===== src/rtl/coh_req_sel_pkg.sv =====
package coh_req_sel_pkg;

    localparam int STATE_W = 3;
    localparam int KIND_W  = 3;
    localparam int CODE_W  = 4;
    localparam int POL_W   = 2;

    typedef enum logic [STATE_W-1:0] {
        LS_INV = 3'd0,
        LS_SC  = 3'd1,
        LS_SD  = 3'd2,
        LS_UC  = 3'd3,
        LS_UD  = 3'd4
    } line_st_e;

    typedef enum logic [KIND_W-1:0] {
        EV_LOAD       = 3'd0,
        EV_STORE_FULL = 3'd1,
        EV_STORE_PART = 3'd2,
        EV_EVICT      = 3'd3,
        EV_CLEAN      = 3'd4
    } ev_kind_e;

    typedef enum logic [CODE_W-1:0] {
        RQ_NONE      = 4'd0,
        RQ_RD_NOSNP  = 4'd1,
        RQ_RD_SHARED = 4'd2,
        RQ_RD_CLEAN  = 4'd3,
        RQ_RD_NSD    = 4'd4,
        RQ_RD_UNIQ   = 4'd5,
        RQ_CLN_UNIQ  = 4'd6,
        RQ_MK_UNIQ   = 4'd7,
        RQ_WR_NOSNP  = 4'd8,
        RQ_WR_BACK   = 4'd9,
        RQ_WR_CLEAN  = 4'd10,
        RQ_EVICT     = 4'd11
    } req_code_e;

    typedef enum logic [1:0] {
        CH_NONE = 2'd0,
        CH_RD   = 2'd1,
        CH_WR   = 2'd2
    } chan_e;

    typedef struct packed {
        chan_e     chan;
        req_code_e code;
        line_st_e  nxt;
        logic      fill;
    } plan_t;

endpackage


===== src/rtl/coh_req_decode.sv =====
module coh_req_decode
    import coh_req_sel_pkg::*;
(
    input  logic [KIND_W-1:0]  kind,
    input  logic [STATE_W-1:0] state,
    input  logic               share,
    input  logic [POL_W-1:0]   policy,
    output plan_t              plan
);

    function automatic plan_t mk(chan_e c, req_code_e k, line_st_e n, logic f);
        plan_t p;
        p.chan = c;
        p.code = k;
        p.nxt  = n;
        p.fill = f;
        return p;
    endfunction

    line_st_e  cur;
    req_code_e fill_code;
    logic      held;
    logic      dirty;
    logic      uniq;

    always_comb begin
        case (state)
            3'd1:    cur = LS_SC;
            3'd2:    cur = LS_SD;
            3'd3:    cur = LS_UC;
            3'd4:    cur = LS_UD;
            default: cur = LS_INV;
        endcase
        held  = (cur != LS_INV);
        dirty = (cur == LS_SD) || (cur == LS_UD);
        uniq  = (cur == LS_UC) || (cur == LS_UD);

        case (policy)
            2'd0:    fill_code = RQ_RD_SHARED;
            2'd1:    fill_code = RQ_RD_NSD;
            default: fill_code = RQ_RD_CLEAN;
        endcase

        plan = mk(CH_NONE, RQ_NONE, cur, 1'b0);
        case (kind)
            EV_LOAD: begin
                if (!held) begin
                    plan = mk(CH_RD, share ? fill_code : RQ_RD_NOSNP, LS_UC, 1'b1);
                end
            end
            EV_STORE_FULL: begin
                if (!share || uniq) begin
                    plan = mk(CH_NONE, RQ_NONE, LS_UD, 1'b0);
                end else begin
                    plan = mk(CH_RD, RQ_MK_UNIQ, LS_UD, 1'b0);
                end
            end
            EV_STORE_PART: begin
                if (uniq || (!share && held)) begin
                    plan = mk(CH_NONE, RQ_NONE, LS_UD, 1'b0);
                end else if (!held) begin
                    plan = mk(CH_RD, share ? RQ_RD_UNIQ : RQ_RD_NOSNP, LS_UD, 1'b0);
                end else begin
                    plan = mk(CH_RD, RQ_CLN_UNIQ, LS_UD, 1'b0);
                end
            end
            EV_EVICT: begin
                if (dirty) begin
                    plan = mk(CH_WR, share ? RQ_WR_BACK : RQ_WR_NOSNP, LS_INV, 1'b0);
                end else if (held && share) begin
                    plan = mk(CH_WR, RQ_EVICT, LS_INV, 1'b0);
                end else begin
                    plan = mk(CH_NONE, RQ_NONE, LS_INV, 1'b0);
                end
            end
            EV_CLEAN: begin
                if (dirty) begin
                    plan = mk(CH_WR, share ? RQ_WR_CLEAN : RQ_WR_NOSNP,
                              (cur == LS_SD) ? LS_SC : LS_UC, 1'b0);
                end
            end
            default: plan = mk(CH_NONE, RQ_NONE, cur, 1'b0);
        endcase
    end

endmodule


===== src/rtl/coh_fill_resolve.sv =====
module coh_fill_resolve
    import coh_req_sel_pkg::*;
(
    input  req_code_e code,
    input  logic      shared,
    input  logic      dirty,
    output line_st_e  result
);

    logic sh_ok;
    logic dt_ok;

    always_comb begin
        sh_ok = shared;
        dt_ok = dirty;
        case (code)
            RQ_RD_SHARED: begin
                sh_ok = shared;
                dt_ok = dirty;
            end
            RQ_RD_NSD: begin
                sh_ok = shared;
                dt_ok = dirty && !shared;
            end
            RQ_RD_CLEAN: begin
                sh_ok = shared;
                dt_ok = 1'b0;
            end
            default: begin
                sh_ok = 1'b0;
                dt_ok = 1'b0;
            end
        endcase

        if (sh_ok) begin
            result = dt_ok ? LS_SD : LS_SC;
        end else begin
            result = dt_ok ? LS_UD : LS_UC;
        end
    end

endmodule


===== src/rtl/coh_req_seq.sv =====
module coh_req_seq
    import coh_req_sel_pkg::*;
(
    input  logic      clk,
    input  logic      rst_n,
    input  logic      ev_valid,
    input  plan_t     plan,
    input  logic      cpl_valid,
    input  line_st_e  fill_state,
    output logic      rd_v,
    output logic      wr_v,
    output req_code_e req_code,
    output logic      busy,
    output logic      upd_v,
    output line_st_e  upd_st
);

    typedef struct packed {
        logic      busy;
        logic      rd_v;
        logic      wr_v;
        req_code_e code;
        logic      upd_v;
        line_st_e  upd_st;
        line_st_e  pend_nxt;
        logic      pend_fill;
    } seq_t;

    localparam seq_t SEQ_RST = '{
        busy:      1'b0,
        rd_v:      1'b0,
        wr_v:      1'b0,
        code:      RQ_NONE,
        upd_v:     1'b0,
        upd_st:    LS_INV,
        pend_nxt:  LS_INV,
        pend_fill: 1'b0
    };

    seq_t s_d;
    seq_t s_q;

    always_comb begin
        s_d       = s_q;
        s_d.rd_v  = 1'b0;
        s_d.wr_v  = 1'b0;
        s_d.upd_v = 1'b0;
        if (!s_q.busy) begin
            if (ev_valid) begin
                if (plan.chan == CH_NONE) begin
                    s_d.upd_v  = 1'b1;
                    s_d.upd_st = plan.nxt;
                end else begin
                    s_d.busy      = 1'b1;
                    s_d.rd_v      = (plan.chan == CH_RD);
                    s_d.wr_v      = (plan.chan == CH_WR);
                    s_d.code      = plan.code;
                    s_d.pend_nxt  = plan.nxt;
                    s_d.pend_fill = plan.fill;
                end
            end
        end else if (cpl_valid) begin
            s_d.busy   = 1'b0;
            s_d.upd_v  = 1'b1;
            s_d.upd_st = s_q.pend_fill ? fill_state : s_q.pend_nxt;
        end
    end

    always_ff @(posedge clk) begin
        if (!rst_n) begin
            s_q <= SEQ_RST;
        end else begin
            s_q <= s_d;
        end
    end

    assign rd_v     = s_q.rd_v;
    assign wr_v     = s_q.wr_v;
    assign req_code = s_q.code;
    assign busy     = s_q.busy;
    assign upd_v    = s_q.upd_v;
    assign upd_st   = s_q.upd_st;

endmodule


===== src/rtl/coh_req_sel.sv =====
module coh_req_sel
    import coh_req_sel_pkg::*;
(
    input  logic               clk,
    input  logic               rst_n,
    input  logic               ev_valid,
    input  logic [KIND_W-1:0]  ev_kind,
    input  logic [STATE_W-1:0] ev_state,
    input  logic               ev_share,
    input  logic [POL_W-1:0]   rd_policy,
    input  logic               cpl_valid,
    input  logic               cpl_shared,
    input  logic               cpl_dirty,
    output logic               rd_valid,
    output logic [CODE_W-1:0]  rd_code,
    output logic               wr_valid,
    output logic [CODE_W-1:0]  wr_code,
    output logic               busy,
    output logic               upd_valid,
    output logic [STATE_W-1:0] upd_state
);

    plan_t     plan;
    line_st_e  fill_st;
    req_code_e cur_code;
    line_st_e  upd_st;
    logic      rd_v;
    logic      wr_v;

    coh_req_decode u_decode (
        .kind   (ev_kind),
        .state  (ev_state),
        .share  (ev_share),
        .policy (rd_policy),
        .plan   (plan)
    );

    coh_fill_resolve u_fill (
        .code   (cur_code),
        .shared (cpl_shared),
        .dirty  (cpl_dirty),
        .result (fill_st)
    );

    coh_req_seq u_seq (
        .clk        (clk),
        .rst_n      (rst_n),
        .ev_valid   (ev_valid),
        .plan       (plan),
        .cpl_valid  (cpl_valid),
        .fill_state (fill_st),
        .rd_v       (rd_v),
        .wr_v       (wr_v),
        .req_code   (cur_code),
        .busy       (busy),
        .upd_v      (upd_valid),
        .upd_st     (upd_st)
    );

    assign rd_valid  = rd_v;
    assign wr_valid  = wr_v;
    assign rd_code   = rd_v ? cur_code : RQ_NONE;
    assign wr_code   = wr_v ? cur_code : RQ_NONE;
    assign upd_state = upd_st;

endmodule


===== config.mk =====
export PLATFORM = sky130hd
export DESIGN_NAME = coh_req_sel
export DESIGN_NICKNAME = d
export VERILOG_FILES = /design/src/rtl/coh_req_sel_pkg.sv /design/src/rtl/coh_req_decode.sv /design/src/rtl/coh_fill_resolve.sv /design/src/rtl/coh_req_seq.sv /design/src/rtl/coh_req_sel.sv
export SDC_FILE = /design/constraint.sdc
export NUM_CORES = 1
export LEC_CHECK = 0
export BUFFER_PORTS_ARGS = -buffer_cell sky130_fd_sc_hd__buf_2
export CORE_ASPECT_RATIO = 0.75
export CORE_MARGIN = 4
export CORE_UTILIZATION = 53
export DETAILED_ROUTE_END_ITERATION = 12
export PLACE_DENSITY = 0.86
export SYNTH_ARGS = -nofsm -noshare
export SYNTH_HDL_FRONTEND = slang
export SYNTH_HIERARCHICAL = 1
export SYNTH_SLANG_ARGS = --single-unit

===== constraint.sdc =====
create_clock -name clk -period 2.7 [get_ports clk]
set_input_delay 0.27 -clock clk [delete_from_list [all_inputs] [get_ports clk]]
set_output_delay 0.27 -clock clk [all_outputs]
set_load 0.01 [all_outputs]

-- Word-level counts from Yosys, hierarchy flattened
Cells that the tools add are included.
- memory bits (read-only): 0
- memory bits (writable): 0
- output and inout bits: 15
- memories: 0
- latch bits: 0
- flip-flop bits (word level): 15
- mux-type cells: 31
- $mul: 0
- divide/modulo/power cells: 0
- add/sub/neg operators: 0
- shift operators: 0
- reductions and logical operators: 19
- bitwise gates (word level): 4
- eq/ne operators: 18
- order comparisons: 0
- operator list (cell ; count):
    10-bit case mux with 5 select lines ; 1
    10-bit two-way mux ; 4
    4-bit two-way mux ; 6
    3-bit by 2-bit == test with 1-bit output (second input constant) ; 6
    9-bit two-way mux ; 2
    15-bit two-way mux ; 1
    3-bit two-way mux ; 5
    3-bit case mux with 4 select lines ; 1
    3-bit == test (second input constant) ; 3
    4-bit by 2-bit == test with 1-bit output (second input constant) ; 2
    8-bit two-way mux ; 1
    7-bit two-way mux ; 1
    3-bit by 1-bit == test with 1-bit output (second input constant) ; 2
    2-bit two-way mux ; 3
    3-bit case mux with 2 select lines ; 1
    3-bit AND reduction ; 2
    2-bit by 1-bit == test with 1-bit output (second input constant) ; 2
    4-bit by 3-bit == test with 1-bit output (second input constant) ; 1
    2-bit zero test ; 2
    1-bit logical OR ; 4
    1-bit two-way mux ; 4
    1-bit inverter ; 4
    2-bit nonzero test ; 2
    4-bit OR reduction ; 1
    8 further kinds ; 11

-- Logic depth before layout (Yosys ltp)
Gate-level depths: netlist of the first run.
- depth after elaboration: 11
- depth in mapped cells: 9

-- Hierarchy
The synthesis of the first run kept the hierarchy.
- by module, submodules not included (module ; area an instance (um^2) ; instances ; cells an instance ; seq. area each (um^2)):
    coh_req_seq ; 684.4 ; 1 ; 74 ; 300.3
    coh_req_decode ; 441.7 ; 1 ; 69 ; 0.0
    coh_fill_resolve ; 66.3 ; 1 ; 9 ; 0.0
    coh_req_sel ; 50.0 ; 1 ; 8 ; 0.0

-- Worst setup path before layout of the first run
No wires, ideal clock.
- kind: input -> register
- start point: in ev_state[0]
- end point: reg u_seq.s_q, in the netlist u_seq/upd_st[1]
- arrival: 2.063 ns
- setup slack: 0.515 ns
- required time: 2.578 ns
- setup time: 0.122 ns
- stages: 9
- cells stage by stage: buf_2 -> mux2_2 -> a21oi_1 -> o32ai_1 -> buf_4 -> or2_1 -> buf_6 -> o211a_1 -> a221o_1
- RTL lines (what ; RTL line ; source):
    from (decl) ; coh_req_sel.sv:8 ; input logic [STATE_W-1:0] ev_state,
    to (signal assigned) ; coh_req_seq.sv:71 ; s_q <= SEQ_RST;
    to (signal assigned) ; coh_req_seq.sv:73 ; s_q <= s_d;
    to (decl) ; coh_req_seq.sv:41 ; seq_t s_q;

==> run_summary.xml, run 1 <==
<?xml version="1.0" encoding="UTF-8"?>
<metrics>
  <group name="run_status">
    <metric name="run_status" unit="">finished clean</metric>
  </group>
  <group name="global_routing">
    <metric name="globalRouteMet3Util" unit="%">5.00</metric>
    <metric name="gr-usage-met2" unit="%">32.8</metric>
    <metric name="grt_max_degree" unit="">17</metric>
    <metric name="grt.busiest_layer" unit="">met2</metric>
    <metric name="grt_use_total" unit="%">19.8</metric>
    <metric name="grt_pass1_wl" unit="um">5140</metric>
    <metric name="grt_overflow" unit="">0</metric>
    <metric name="met1_usage" unit="%">25.3</metric>
    <metric name="vias_in_the_first_global_route" unit="">1146</metric>
    <metric name="grt_antenna_before_repair" unit="">0</metric>
  </group>
  <group name="die">
    <metric name="die_w" unit="um">63.9</metric>
    <metric name="die-area" unit="sq um">3190</metric>
    <metric name="floorplan.initialDensity" unit="%">58.6</metric>
    <metric name="io-pin-count" unit="">30</metric>
    <metric name="chipHeight" unit="um">49.9</metric>
    <metric name="core_area" unit="sq um">2120</metric>
    <metric name="rows" unit="">14</metric>
  </group>
  <group name="timing">
    <metric name="setup-violations-final" unit="">0</metric>
    <metric name="setup_tns" unit="ps">0</metric>
    <metric name="worst_clock_skew" unit="ps">2.32</metric>
    <metric name="max_freq" unit="GHz">0.472</metric>
    <metric name="maxSlewHeadroom" unit="%">38.3</metric>
    <metric name="final_min_period_over_clock_period" unit="%">78.4</metric>
    <metric name="fin_crit" unit="ps">2120</metric>
    <metric name="worst_slew_pin_slew" unit="ps">903</metric>
    <metric name="final_layout_worst_hold_slack" unit="ps">327</metric>
    <metric name="final-hold-violation-count" unit="">0</metric>
    <metric name="drv_slew" unit="">0</metric>
    <metric name="rsz0062_at_grt" unit="">no</metric>
  </group>
  <group name="synth">
    <metric name="syn_area" unit="sq um">1240</metric>
    <metric name="synth.yosys.warnings" unit="">6</metric>
    <metric name="synthesis.instances" unit="">160</metric>
    <metric name="synth-main-ff-cell" unit="">sky130_fd_sc_hd__dfxtp_1</metric>
    <metric name="synth_seq_cells" unit="">15</metric>
    <metric name="async_flop_share" unit="%">0</metric>
    <metric name="seq_area_frac_synth" unit="%">24.2</metric>
    <metric name="syn_nets" unit="">176</metric>
    <metric name="synth_area_per_cell" unit="sq um">7.77</metric>
    <metric name="netlist-cell-type-count" unit="">47</metric>
    <metric name="synth-edff-count" unit="">0</metric>
  </group>
  <group name="final_layout">
    <metric name="layoutNonFillerInstCount" unit="">208</metric>
    <metric name="drive_above_1_share" unit="%">22.2</metric>
    <metric name="number_of_inserted_diodes" unit="">0</metric>
    <metric name="final_design_utilization" unit="%">63.9</metric>
    <metric name="finalNetCount" unit="">193</metric>
    <metric name="area_delta_synth_final" unit="%">8.96</metric>
  </group>
  <group name="worst_setup_path">
    <metric name="critical_path_required" unit="ps">2950</metric>
    <metric name="regToRegStartpoint" unit="">u_seq/req_code[2]$_SDFFE_PN0P_</metric>
    <metric name="reg2reg_setup_slack" unit="ps">1040</metric>
    <metric name="r2r_end" unit="">u_seq/upd_st[1]$_SDFFE_PN0P_</metric>
    <metric name="launching_element_of_the_worst_setup_path" unit="">ev_state[1]</metric>
    <metric name="worst_ep_arrival_time" unit="ps">2360</metric>
    <metric name="r2r_cells" unit="">6</metric>
    <metric name="critical_path_endpoint_category" unit="">flip-flop</metric>
    <metric name="crit_fanout" unit="">14</metric>
    <metric name="worst_setup_path_start_kind" unit="">input pin</metric>
    <metric name="critPathKind" unit="">input pin to flip-flop</metric>
  </group>
  <group name="hold_path">
    <metric name="hold_path.startpoint" unit="">rst_n</metric>
    <metric name="hold_path.class" unit="">input pin to flip-flop</metric>
    <metric name="worst_hold_path.endpoint" unit="">u_seq/s_q[1]$_SDFFE_PN0P_</metric>
    <metric name="whs_path_depth" unit="">2</metric>
  </group>
  <group name="detailed_routing">
    <metric name="post_drt_wl_per_cell" unit="um">14.8</metric>
    <metric name="first_pass_iters" unit="">5</metric>
    <metric name="drc_errors" unit="">0</metric>
    <metric name="number_of_drc_markers_after_the_initial_detailed_route_iteration" unit="">114</metric>
    <metric name="via_count" unit="">1279</metric>
    <metric name="drt-vias-per-instance" unit="">6.15</metric>
    <metric name="totalWireLength" unit="um">3080</metric>
    <metric name="drtAntennaViolNets" unit="">0</metric>
  </group>
  <group name="clock_network">
    <metric name="post_cts.resized_instances" unit="">0</metric>
    <metric name="cts.root.buffer_cell" unit="">sky130_fd_sc_hd__clkbuf_4</metric>
    <metric name="clock-sinks" unit="">15</metric>
    <metric name="clk_pin_slew_worst_paths" unit="ps">90</metric>
    <metric name="cts_tree" unit="">done</metric>
    <metric name="cts.hold.buffers_added" unit="">0</metric>
    <metric name="htree_levels" unit="">1</metric>
    <metric name="cts_setup_buffers" unit="">0</metric>
    <metric name="worst_skew_pair.late_latency" unit="ps">290</metric>
    <metric name="total_cts_buffers" unit="">3</metric>
    <metric name="clockBufferDepth" unit="">2</metric>
  </group>
  <group name="placed_design">
    <metric name="port-buffer-count" unit="">29</metric>
    <metric name="gp_congestion" unit="">0.876</metric>
    <metric name="dp.cells" unit="">204</metric>
    <metric name="hpwl_reported_at_the_end_of_detailed_placement" unit="um">2340</metric>
  </group>
  <group name="power_and_ir_drop">
    <metric name="pwr-share-clk" unit="%">26.5</metric>
    <metric name="p_per_area" unit="nW/um^2">365</metric>
    <metric name="power.share.combinational" unit="%">26.3</metric>
    <metric name="p_seq_share" unit="%">47.2</metric>
    <metric name="leakagePower" unit="nW">0.564</metric>
    <metric name="power.internal" unit="mW">0.336</metric>
    <metric name="max-vdd-ir-drop" unit="mV">0.246</metric>
    <metric name="p_switching" unit="mW">0.159</metric>
    <metric name="swShare" unit="%">32.1</metric>
  </group>
  <group name="job">
    <metric name="drv_cap" unit="">0</metric>
  </group>
</metrics>
stage by stage:
step	instance area [sq um]	setup slack (ps)	total power, mW
6_report	1350	583	0.494
5_1_grt	1350	378	0.520
4_1_cts	1350	631	0.494
3_5_place_dp	1330	339	0.364
3_3_place_gp	1330	462	0.359
2_1_floorplan	1240	515	0.335
cells in the final DEF (no fill, tap or decap), types with 5 or more instances in the layout:
master                     synthesis  routed
sky130_fd_sc_hd__a21boi_0          8       8
sky130_fd_sc_hd__a21oi_1           7       7
sky130_fd_sc_hd__and2_1           10      10
sky130_fd_sc_hd__buf_2             6      29
sky130_fd_sc_hd__dfxtp_1          15      15
sky130_fd_sc_hd__inv_1             5       5
sky130_fd_sc_hd__mux2i_1           5       5
sky130_fd_sc_hd__nand2_1           6       6
sky130_fd_sc_hd__nand3_1          10      10
sky130_fd_sc_hd__nor2_1            7       7
sky130_fd_sc_hd__nor2b_1           7       7
sky130_fd_sc_hd__o21ai_0          15      15
routing by layer:
layer / part of all wire [%] / vias up
met5: 0 / -
met4: 1.0 / 0
met3: 9.0 / 4
met2: 48 / 74
met1: 42 / 590
li1: - / 611
worst max-delay path, cell delays in order:
cell and delay, ps:
sky130_fd_sc_hd__buf_2 260, sky130_fd_sc_hd__nor3b_1 90, sky130_fd_sc_hd__buf_4 160, sky130_fd_sc_hd__a2111oi_0 770, sky130_fd_sc_hd__or2_1 410, sky130_fd_sc_hd__o211a_1 260, sky130_fd_sc_hd__a221o_1 140
kinds of logic (layout without fill, tap and decap cells):
group	count (synthesis)	in the layout	synth area share, %
buffers and inverters	24	40	10.9
XOR/XNOR	4	4	2.82
AO/OA/AOI/OAI	51	51	27.7
AND/OR/NAND/NOR	58	58	27.7
multiplexers	6	6	4.93
adder cells (fa/ha/maj)	2	2	1.81
flip-flops	15	15	24.2
worst max-delay path by stage:
stage | end | slack [ps]
6_report | u_seq/upd_st[0]$_SDFFE_PN0P_ | 580
3_3_place_gp | u_seq/upd_st[1]$_SDFFE_PN0P_ | 460
5_1_grt | u_seq/upd_st[0]$_SDFFE_PN0P_ | 380
4_1_cts | u_seq/upd_st[2]$_SDFFE_PN0P_ | 630
2_1_floorplan | u_seq/upd_st[1]$_SDFFE_PN0P_ | 520
3_5_place_dp | u_seq/upd_st[2]$_SDFFE_PN0P_ | 340
registers in the layout (all words and copies together), names as in the netlist:
register / flops
u_seq/upd_v: 1
u_seq/req_code: 4
u_seq/rd_v: 1
u_seq/wr_v: 1
u_seq/busy: 1
u_seq/s_q: 4
u_seq/upd_st: 3
area by class of cell:
type	count	area (sq um)
Clock inverter	1	5.00
Sequential cell	15	300
Tap cell	32	40.0
Multi-Input combinational cell	121	807
Clock buffer	3	22.5
Inverter	5	18.8
Timing Repair Buffer	31	160
Fill cell	167	766
synth_stat cells (all sizes together) (2+ instances only):
cell type  instances  area, sq um
a21boi             8         60.1
and4b              2         22.5
o21ai             15         75.1
nor2b              7         43.8
buf               15          101
nor3b              3         22.5
clkbuf             4         15.0
o22ai              4         25.0
nor2               8         37.5
nand3             10         50.1
a21oi              7         35.0
dfxtp             15          300
and3               2         12.5
o211a              2         20.0
xnor2              3         26.3
nand2              6         22.5
inv                5         18.8
nand2b             3         18.8
a221o              3         30.0
and2              10         62.6
mux2i              5         50.1
power groups by stage:
stage / logic, mW / clock network (mW) / registers (mW)
global route: 0.142 / 0.143 / 0.235
global placement: 0.121 / 0 / 0.238
CTS: 0.127 / 0.133 / 0.233
floorplan: 0.0968 / 0 / 0.238
detailed placement: 0.126 / 0 / 0.239
finish: 0.130 / 0.131 / 0.233
Note: power is estimated with default switching activity, not from simulation.
==> run 2, diff against run 1 <==
--- a/config.mk
+++ b/config.mk
@@ -8,9 +8,9 @@
 export BUFFER_PORTS_ARGS = -buffer_cell sky130_fd_sc_hd__buf_2
 export CORE_ASPECT_RATIO = 0.75
 export CORE_MARGIN = 4
-export CORE_UTILIZATION = 53
+export CORE_UTILIZATION = 48
 export DETAILED_ROUTE_END_ITERATION = 12
-export PLACE_DENSITY = 0.86
+export PLACE_DENSITY = 0.83
 export SYNTH_ARGS = -nofsm -noshare
 export SYNTH_HDL_FRONTEND = slang
 export SYNTH_HIERARCHICAL = 1
==> constraint.sdc (replaced) <==
create_clock -name clk -period 1.9 [get_ports clk]
set_input_delay 0.19 -clock clk [delete_from_list [all_inputs] [get_ports clk]]
set_output_delay 0.19 -clock clk [all_outputs]
set_load 0.01 [all_outputs]
==> run_summary.xml, run 2 (synthesis gave the netlist of run 1 again) <==
<?xml version="1.0" encoding="UTF-8"?>
<metrics>
  <group name="power_and_ir_drop">
    <metric name="p_per_area" unit="nW/um^2">490</metric>
    <metric name="leakagePower" unit="nW">0.655</metric>
    <metric name="max-vdd-ir-drop" unit="mV">0.249</metric>
  </group>
  <group name="clock_network">
    <metric name="cts.root.buffer_cell" unit="">sky130_fd_sc_hd__clkbuf_4</metric>
    <metric name="cts_tree" unit="">done</metric>
    <metric name="clk_pin_slew_worst_paths" unit="ps">80</metric>
    <metric name="cts_setup_buffers" unit="">0</metric>
    <metric name="clock-sinks" unit="">15</metric>
    <metric name="total_cts_buffers" unit="">3</metric>
    <metric name="htree_levels" unit="">1</metric>
    <metric name="post_cts.resized_instances" unit="">0</metric>
    <metric name="worst_skew_pair.late_latency" unit="ps">280</metric>
    <metric name="cts.hold.buffers_added" unit="">0</metric>
    <metric name="clockBufferDepth" unit="">2</metric>
  </group>
  <group name="worst_setup_path">
    <metric name="worst_ep_arrival_time" unit="ps">1920</metric>
    <metric name="path_common_cell" unit="">sky130_fd_sc_hd__o21ai_0</metric>
    <metric name="critical_path_endpoint_category" unit="">flip-flop</metric>
    <metric name="regToRegStartpoint" unit="">u_seq/req_code[1]$_SDFFE_PN0P_</metric>
    <metric name="cpLargestDelayFamily" unit="">compound AO/OA/AOI/OAI gates</metric>
    <metric name="path_cells" unit="">buf_2 &gt; o21ai_0 &gt; o21ai_0 &gt; a21oi_1 &gt; a2111oi_1 &gt; buf_4 &gt; or2_1 &gt; o211a_1 &gt; a221o_1</metric>
    <metric name="r2r_cells" unit="">6</metric>
    <metric name="crit_fanout" unit="">9</metric>
    <metric name="worst_setup_path_start_kind" unit="">input pin</metric>
    <metric name="timing.critical_path.slowest_stage_cell" unit="">sky130_fd_sc_hd__or2_1</metric>
    <metric name="r2r_end" unit="">u_seq/upd_st[1]$_SDFFE_PN0P_</metric>
    <metric name="critPathKind" unit="">input pin to flip-flop</metric>
    <metric name="cp_slowest_stage_delay" unit="ps">340</metric>
    <metric name="critical_path_required" unit="ps">2070</metric>
    <metric name="critPathBufInv" unit="">2</metric>
    <metric name="reg2reg_setup_slack" unit="ps">250</metric>
  </group>
  <group name="timing">
    <metric name="maxSlewHeadroom" unit="%">56.2</metric>
    <metric name="max_freq" unit="GHz">0.572</metric>
    <metric name="worst_slew_pin_slew" unit="ps">656</metric>
    <metric name="final_layout_worst_hold_slack" unit="ps">263</metric>
    <metric name="fin_crit" unit="ps">1750</metric>
    <metric name="drv_slew" unit="">0</metric>
    <metric name="final_min_period_over_clock_period" unit="%">92.1</metric>
    <metric name="setup-violations-final" unit="">0</metric>
    <metric name="final-hold-violation-count" unit="">0</metric>
    <metric name="worst_clock_skew" unit="ps">1.60</metric>
    <metric name="rsz0062_at_grt" unit="">no</metric>
    <metric name="setup_tns" unit="ps">0</metric>
  </group>
  <group name="final_layout">
    <metric name="layoutNonFillerInstCount" unit="">228</metric>
    <metric name="number_of_inserted_diodes" unit="">0</metric>
    <metric name="final_design_utilization" unit="%">63.2</metric>
    <metric name="finalNetCount" unit="">211</metric>
    <metric name="finish.instance_area" unit="sq um">1510</metric>
    <metric name="filler_cell_count" unit="">198</metric>
    <metric name="area_delta_synth_final" unit="%">21.2</metric>
    <metric name="commonest_cells_after_routing_fill_and_taps_aside" unit="">29 x sky130_fd_sc_hd__buf_2, 20 x sky130_fd_sc_hd__buf_4, 15 x sky130_fd_sc_hd__o21ai_0, 15 x sky130_fd_sc_hd__dfxtp_1</metric>
    <metric name="layout_commonest_cell" unit="">sky130_fd_sc_hd__buf_2</metric>
    <metric name="drive_above_1_share" unit="%">29.9</metric>
  </group>
  <group name="detailed_routing">
    <metric name="totalWireLength" unit="um">3370</metric>
    <metric name="met3_length" unit="um">291</metric>
    <metric name="via_count" unit="">1321</metric>
    <metric name="drc_errors" unit="">0</metric>
    <metric name="met2RoutedLength" unit="um">1590</metric>
    <metric name="wl_met1" unit="um">1480</metric>
    <metric name="drtAntennaViolNets" unit="">0</metric>
    <metric name="number_of_drc_markers_after_the_initial_detailed_route_iteration" unit="">94</metric>
    <metric name="maxUsedRoutingLayer" unit="">met4</metric>
    <metric name="first_pass_iters" unit="">5</metric>
    <metric name="drt-vias-per-instance" unit="">5.79</metric>
    <metric name="post_drt_wl_per_cell" unit="um">14.8</metric>
  </group>
  <group name="global_routing">
    <metric name="grt_max_degree" unit="">16</metric>
    <metric name="grt_pass1_wl" unit="um">5450</metric>
    <metric name="vias_in_the_first_global_route" unit="">1197</metric>
    <metric name="grt_antenna_before_repair" unit="">0</metric>
    <metric name="grt_use_total" unit="%">20.3</metric>
    <metric name="grt_overflow" unit="">0</metric>
  </group>
  <group name="hold_path">
    <metric name="hold_path.class" unit="">input pin to flip-flop</metric>
    <metric name="whs_path_depth" unit="">3</metric>
    <metric name="hold_path.startpoint" unit="">cpl_valid</metric>
    <metric name="worst_hold_path.endpoint" unit="">u_seq/busy$_SDFF_PN0_</metric>
  </group>
  <group name="placed_design">
    <metric name="gp_congestion" unit="">1.01</metric>
    <metric name="hpwl_reported_at_the_end_of_detailed_placement" unit="um">2710</metric>
    <metric name="port-buffer-count" unit="">29</metric>
    <metric name="dp.cells" unit="">224</metric>
    <metric name="placed_area" unit="sq um">1480</metric>
  </group>
  <group name="die">
    <metric name="floorplan.initialDensity" unit="%">52.1</metric>
    <metric name="rows" unit="">15</metric>
    <metric name="chipHeight" unit="um">52.1</metric>
    <metric name="core_area" unit="sq um">2380</metric>
    <metric name="die-area" unit="sq um">3470</metric>
    <metric name="io-pin-count" unit="">30</metric>
    <metric name="die_w" unit="um">66.7</metric>
  </group>
  <group name="job">
    <metric name="drv_cap" unit="">0</metric>
  </group>
  <group name="run_status">
    <metric name="run_status" unit="">finished clean</metric>
  </group>
</metrics>
## run 2: changes by cell type in the layout (fill, tap and decap cells not counted)
cell and delta:
sky130_fd_sc_hd__buf_4 +18, sky130_fd_sc_hd__a2111oi_0 -1, sky130_fd_sc_hd__a2111oi_1 +1, sky130_fd_sc_hd__a21oi_1 -1, sky130_fd_sc_hd__a21oi_2 +1, sky130_fd_sc_hd__clkbuf_1 +1
sky130_fd_sc_hd__clkinv_2 -1, sky130_fd_sc_hd__mux2_2 -1, sky130_fd_sc_hd__mux2_4 +1, sky130_fd_sc_hd__o32ai_1 -1, sky130_fd_sc_hd__o32ai_2 +1
## run 2: power by group
group | total (mW) | switching (mW) | internal (mW) | leakage [nW]
Combinational | 0.226 | 0.123 | 0.102 | 0.519
Clock | 0.180 | 0.0988 | 0.0815 | 0.0150
Sequential | 0.332 | 0.00706 | 0.325 | 0.122
## run 2: tightest hold or removal path, stage by stage
cell	delay (ps)
sky130_fd_sc_hd__buf_2	100
sky130_fd_sc_hd__o22ai_1	70
sky130_fd_sc_hd__and2_1	140
## run 2: layer usage
layer / global-route usage (%) / vias up
li1: - / 643
met1: 26.5 / 600
met2: 35.0 / 76
met3: 3.24 / 2
met4: 4.39 / 0
met5: 0 / -
## run 2: layout make-up
class | count | area [sq um] | share of cell area, %
clock buffer | 4 | 26.3 | 1.74
inverter | 5 | 18.8 | 1.25
multi-input combinational | 121 | 823 | 54.7
sequential | 15 | 300 | 19.9
tap | 34 | 42.5 | 2.82
timing repair buffer | 49 | 295 | 19.6
## run 2: worst max-delay path by stage
stage	endpoint	cells after the start	start
after CTS	u_seq/upd_st[0]$_SDFFE_PN0P_	9	ev_kind[0]
after detailed placement	u_seq/upd_st[0]$_SDFFE_PN0P_	9	ev_kind[0]
after floorplan	u_seq/upd_st[1]$_SDFFE_PN0P_	9	ev_state[0]
after global routing	u_seq/req_code[1]$_SDFFE_PN0P_	9	ev_state[0]
after global placement	u_seq/upd_st[2]$_SDFFE_PN0P_	9	ev_kind[0]
final	u_seq/upd_st[0]$_SDFFE_PN0P_	9	ev_kind[0]
## run 2: through the flow
| step | total power, mW | setup slack (ps) |
|---|---|---|
| final | 0.738 | 151 |
| after global routing | 0.773 | 74.9 |
| after CTS | 0.736 | 177 |
| after detailed placement | 0.560 | -122 |
| after global placement | 0.549 | -24.2 |
| after floorplan | 0.485 | -10.8 |
